`src/rtl/refcrc_pkg.sv`:
```
package refcrc_pkg;
   localparam int unsigned DEF_CRC_W = 32;
   localparam int unsigned DEF_IR_W  = 10;
   localparam logic [DEF_IR_W-1:0] DEF_SEL_CODE = 10'b00_0001_0101;

   typedef enum logic [1:0] {
      DR_IDLE    = 2'd0,
      DR_CAPTURE = 2'd1,
      DR_SHIFT   = 2'd2,
      DR_UPDATE  = 2'd3
   } dr_op_e;
endpackage

```
`src/rtl/refcrc_ir_match.sv`:
```
module refcrc_ir_match #(
   parameter int unsigned IR_W = 10,
   parameter logic [IR_W-1:0] SEL_CODE = '0
) (
   input  logic            user_mode,
   input  logic [IR_W-1:0] ir_value,
   output logic            sel
);
   always_comb sel = user_mode && (ir_value == SEL_CODE);
endmodule

```
`src/rtl/refcrc_shadow_chain.sv`:
```
module refcrc_shadow_chain
   import refcrc_pkg::*;
#(
   parameter int unsigned CRC_W     = 32,
   parameter bit          LSB_FIRST = 1'b1
) (
   input  logic             clk,
   input  logic             rst_n,
   input  dr_op_e           op,
   input  logic             tdi,
   input  logic [CRC_W-1:0] cap_val,
   output logic [CRC_W-1:0] shadow,
   output logic             ser_out
);
   logic [CRC_W-1:0] shifted;

   generate
      if (LSB_FIRST) begin : g_lsb
         always_comb shifted = {tdi, shadow[CRC_W-1:1]};
         always_comb ser_out = shadow[0];
      end else begin : g_msb
         always_comb shifted = {shadow[CRC_W-2:0], tdi};
         always_comb ser_out = shadow[CRC_W-1];
      end
   endgenerate

   always_ff @(posedge clk or negedge rst_n) begin
      if (!rst_n) begin
         shadow <= '0;
      end else begin
         case (op)
            DR_CAPTURE: shadow <= cap_val;
            DR_SHIFT:   shadow <= shifted;
            default:    shadow <= shadow;
         endcase
      end
   end
endmodule

```
`src/rtl/refcrc_hold_reg.sv`:
```
module refcrc_hold_reg #(
   parameter int unsigned CRC_W = 32
) (
   input  logic             clk,
   input  logic             rst_n,
   input  logic             cfg_load,
   input  logic [CRC_W-1:0] cfg_crc,
   input  logic             wr_en,
   input  logic [CRC_W-1:0] wr_val,
   output logic [CRC_W-1:0] ref_q
);
   always_ff @(posedge clk or negedge rst_n) begin
      if (!rst_n)        ref_q <= '0;
      else if (cfg_load) ref_q <= cfg_crc;
      else if (wr_en)    ref_q <= wr_val;
   end
endmodule

```
`src/rtl/refcrc_err_cmp.sv`:
```
module refcrc_err_cmp #(
   parameter int unsigned CRC_W = 32
) (
   input  logic             clk,
   input  logic             rst_n,
   input  logic             pass_done,
   input  logic [CRC_W-1:0] calc_crc,
   input  logic [CRC_W-1:0] ref_val,
   output logic             err
);
   always_ff @(posedge clk or negedge rst_n) begin
      if (!rst_n)         err <= 1'b0;
      else if (pass_done) err <= (calc_crc != ref_val);
   end
endmodule

```
`src/rtl/refcrc_scan_reg.sv`:
```
module refcrc_scan_reg
   import refcrc_pkg::*;
#(
   parameter int unsigned CRC_W     = DEF_CRC_W,
   parameter int unsigned IR_W      = DEF_IR_W,
   parameter logic [IR_W-1:0] SEL_CODE = DEF_SEL_CODE,
   parameter bit          LSB_FIRST = 1'b1
) (
   input  logic             clk,
   input  logic             rst_n,
   input  logic             user_mode,
   input  logic [IR_W-1:0]  ir_value,
   input  logic             capture_dr,
   input  logic             shift_dr,
   input  logic             update_dr,
   input  logic             tdi,
   output logic             tdo,
   output logic             tdo_oe,
   input  logic             cfg_load,
   input  logic [CRC_W-1:0] cfg_crc,
   input  logic             pass_done,
   input  logic [CRC_W-1:0] calc_crc,
   output logic [CRC_W-1:0] ref_crc,
   output logic             crc_err
);
   generate
      if (CRC_W < 2) begin : g_bad_crc_w
         $error("refcrc_scan_reg: CRC_W must be at least 2");
      end
      if (IR_W < 2 || IR_W > 32) begin : g_bad_ir_w
         $error("refcrc_scan_reg: IR_W must lie in 2..32");
      end
   endgenerate

   logic             dr_sel;
   dr_op_e           op;
   logic [CRC_W-1:0] shadow_q;
   logic             chain_out;

   refcrc_ir_match #(.IR_W(IR_W), .SEL_CODE(SEL_CODE)) u_match (
      .user_mode (user_mode),
      .ir_value  (ir_value),
      .sel       (dr_sel)
   );

   always_comb begin
      op = DR_IDLE;
      if (dr_sel) begin
         if (capture_dr)     op = DR_CAPTURE;
         else if (shift_dr)  op = DR_SHIFT;
         else if (update_dr) op = DR_UPDATE;
      end
   end

   refcrc_shadow_chain #(.CRC_W(CRC_W), .LSB_FIRST(LSB_FIRST)) u_chain (
      .clk     (clk),
      .rst_n   (rst_n),
      .op      (op),
      .tdi     (tdi),
      .cap_val (ref_crc),
      .shadow  (shadow_q),
      .ser_out (chain_out)
   );

   refcrc_hold_reg #(.CRC_W(CRC_W)) u_hold (
      .clk      (clk),
      .rst_n    (rst_n),
      .cfg_load (cfg_load),
      .cfg_crc  (cfg_crc),
      .wr_en    (op == DR_UPDATE),
      .wr_val   (shadow_q),
      .ref_q    (ref_crc)
   );

   refcrc_err_cmp #(.CRC_W(CRC_W)) u_cmp (
      .clk       (clk),
      .rst_n     (rst_n),
      .pass_done (pass_done),
      .calc_crc  (calc_crc),
      .ref_val   (ref_crc),
      .err       (crc_err)
   );

   always_comb begin
      tdo_oe = (op == DR_SHIFT);
      tdo    = tdo_oe ? chain_out : 1'b0;
   end
endmodule

```
`config.mk`:
```
export PLATFORM = sky130hd
export DESIGN_NAME = refcrc_scan_reg
export DESIGN_NICKNAME = d
export VERILOG_FILES = /design/src/rtl/refcrc_pkg.sv /design/src/rtl/refcrc_ir_match.sv /design/src/rtl/refcrc_shadow_chain.sv /design/src/rtl/refcrc_hold_reg.sv /design/src/rtl/refcrc_err_cmp.sv /design/src/rtl/refcrc_scan_reg.sv
export SDC_FILE = /design/constraint.sdc
export NUM_CORES = 1
export LEC_CHECK = 0
export ABC_CLOCK_PERIOD_IN_PS = 1100
export BUFFER_PORTS_ARGS = -buffer_cell sky130_fd_sc_hd__clkbuf_2
export CORE_MARGIN = 3
export CORE_UTILIZATION = 30
export CTS_CLUSTER_DIAMETER = 60
export CTS_CLUSTER_SIZE = 14
export DETAILED_ROUTE_END_ITERATION = 8
export PLACE_DENSITY = 0.58
export SETUP_SLACK_MARGIN = 0.1
export SYNTH_ARGS = -nofsm -noshare
export SYNTH_HDL_FRONTEND = slang
export SYNTH_HIERARCHICAL = 1
export SYNTH_SLANG_ARGS = --single-unit
```
`constraint.sdc`:
```
create_clock -name clk -period 1.1 [get_ports clk]
set_input_delay 0.22 -clock clk [delete_from_list [all_inputs] [get_ports clk]]
set_output_delay 0.22 -clock clk [all_outputs]
set_load 0.05 [all_outputs]
```
==> summary.txt <==
Via-to-Cell Ratio = 4.638
Clock Tree Buf Depth = 2
Final non-filler cell total = 679
Vias in the first global route = 3322
Share of flip-flops with an asynchronous set or reset = 1.000
Number of routed nets with antenna violations = 0
Clock Skew = 0.01132 ns
WP data arrival = 1.80 ns
Synth area leader = dfrtp_1
Largest net degree at the start of global routing = 66
Critical path class = in2reg
Cells after Synth = 338
Most common cell in the netlist = dfrtp_1
Worst setup margin = -0.4945 ns
#FFs+latches synth = 65
First DRT Iteration DRCs = 106
Tmin final = 1.594 ns
F_max = 627.2 MHz
Mean area per synthesized cell = 10.42 um^2
DR pass1 iterations = 4
Die Y = 114.4 um
WL/cell = 16.77 um
Launch point of the worst reg-to-reg path = u_hold/ref_q[23]$_DFFE_PN0P_
Synth cell types = 30
Post-synth top cells = 65 x dfrtp_1, 64 x mux2i_1, 64 x nand2_1, 57 x o21ai_1, 28 x xnor2_1
Number of synthesized flops with an enable pin = 0
Port Buffer Count = 117
Period utilization = 1.450
TritonCTS clock tree = built
LEAKAGE = 2.743 nW
Crit. End Element = flop
Die area = 13080 um^2
Core area = 11170 um^2
Clock transition at the registers of the reported paths = 0.05 ns
Max VDD drop = 0.0005949 V
Layout cells sized above 1 = 0.5065
Worst-Margin Slew = 0.3615 ns
Final Util = 0.5607
RSZ-0062 raised after global routing = yes
Clk root buf = clkbuf_16
Initial Util = 0.3152
# setup viols final = 100
Remaining DRCs = 0
Worst EP required = 1.31 ns
Max H-tree Level = 3
Post-synthesis sequential area ratio = 0.4618
Detailed placement HPWL = 7383 um
Crit start category = input port
Worst reg2reg path endpoint = u_cmp/err$_DFFE_PN0P_
Register-to-register setup slack = -0.23 ns
Mapped cell area = 3522 um^2
WHS = 0.1124 ns
Crit-path max FO = 9
Hold/Removal Path Class = in2reg
Outcome = finished with violations
First-pass GRT wire length = 17250 um
TritonCTS buffer count = 9
Area delta synth->final = 77.87%
Ports = 118
Worst Reg-to-Reg Cells = 4
Setup TNS = -30.73 ns
DRT Wirelength = 11390 um
ANT cells = 0
MaxCap Viol Count = 0
Routability cong. = 0.8057
Clock Sinks = 65
Pwr/cell area = 1227 nW/um^2
Slew headroom = 0.7590
Pins Over Slew Limit = 0
Top cells by area, synth = dfrtp_1 46%, mux2i_1 18%, o21ai_1 8.1%
Yosys top cell area share = 0.4618
Violated checks = negative setup slack
Antenna violations before repair = 0
CP Capture Point = u_chain/shadow[21]$_DFFE_PN0P_
Num rows = 38
Total global routing track utilization = 0.1700
Setup crit start = ir_value[1]
Top FF cell, synth = dfrtp_1
Ys Warns = 6
Final hold vios = 0
Die W = 114.4 um
Clock Latency Late Sink = 0.33 ns
GRT overflow = 0
Syn nets = 422
Via count of the routed design = 3149
Dpl cells = 615
Fin nets = 618
what timing repair did:
| item | in CTS | in global routing |
|---|---|---|
| buffers inserted | 35 | 7 |
| gates cloned | 4 | 2 |
| pin swaps | 7 | 8 |
| resized for setup | 149 | 14 |
| endpoints found under the setup margin | 100 | 100 |
| hold buffers | 1 | 0 |
| endpoints found under the hold margin | 65 | 0 |
worst min path at each step:
stage | start | to | slack, ns | cells past startpoint
floorplan | rst_n | u_chain/shadow[0]$_DFFE_PN0P_ | -0.08 | 0
global placement | rst_n | u_hold/ref_q[25]$_DFFE_PN0P_ | 0.27 | 2
detailed placement | rst_n | u_chain/shadow[24]$_DFFE_PN0P_ | 0.27 | 2
CTS | cfg_crc[25] | u_hold/ref_q[25]$_DFFE_PN0P_ | 0.10 | 3
global route | cfg_crc[27] | u_hold/ref_q[27]$_DFFE_PN0P_ | 0.11 | 3
finish | cfg_crc[14] | u_hold/ref_q[14]$_DFFE_PN0P_ | 0.11 | 3
final cells by class:
class                      instances  area (um^2)
sequential                        65         1659
multi-input combinational        249         1818
fill                             900         4908
tap                              140        175.2
clock buffer                      13        260.3
timing repair buffer             208         2308
inverter                           1        3.754
clock inverter                     3        40.04
where the power goes:
part	switching, mW	leakage (nW)	internal (mW)	total [mW]
combinational	0.977	1.78	1.17	2.15
clock	1.01	0.150	1.87	2.88
sequential	0.124	0.815	2.53	2.65
flip-flops by register name, summed over array words and instances, names as in the netlist:
| name | cells |
|---|---|
| u_chain/shadow | 32 |
| u_cmp/err | 1 |
| u_hold/ref_q | 32 |
metal layers:
metal,vias to the layer above,GRT usage,share of wire
met3,6,0.03013,0.042
met4,0,0.03563,0.0050
li1,1561,-,-
met2,75,0.2998,0.52
met5,-,0,0
met1,1507,0.2181,0.43
cell families after synthesis:
kind of cell / synth area share
DFF: 0.4618
adders and majority gates: 0.003552
and+or+nand+nor: 0.1112
muxes: 0.1819
buffers and inverters: 0.06394
xor gates and xnor gates: 0.07957
AOI/OAI and AO/OA: 0.09805
through the flow:
step	power, mW	cell area, um^2	setup slack, ns
2_1_floorplan	3.438	3575	-0.5413
3_3_place_gp	4.070	4553	-0.7053
3_5_place_dp	4.084	4553	-0.8132
4_1_cts	7.655	6126	-0.4440
5_1_grt	7.960	6265	-0.5708
6_report	7.689	6265	-0.4945
cells in the final DEF, fill, tap and decap left out, types with 4 or more instances in the layout:
| master | Yosys | routed |
|---|---|---|
| buf_12 | 6 | 13 |
| buf_4 | 2 | 41 |
| buf_6 | 2 | 33 |
| clkbuf_16 | 0 | 42 |
| clkbuf_2 | 0 | 80 |
| dfrtp_1 | 65 | 39 |
| dfrtp_2 | 0 | 26 |
| mux2i_1 | 64 | 57 |
| mux2i_2 | 0 | 5 |
| nand2_1 | 64 | 64 |
| nand4_1 | 6 | 6 |
| o21ai_1 | 57 | 61 |
| xnor2_1 | 28 | 22 |
| xnor2_2 | 0 | 6 |
| xor2_1 | 4 | 4 |
critical path, stage by stage:
cell	delay (ns)
clkbuf_2	0.09
nor4b_2	0.26
and3_4	0.24
nor3b_4	0.22
ha_4	0.27
clkbuf_16	0.21
mux2i_1	0.20
o21ai_1	0.08
Power figures use the tool's default switching activity.
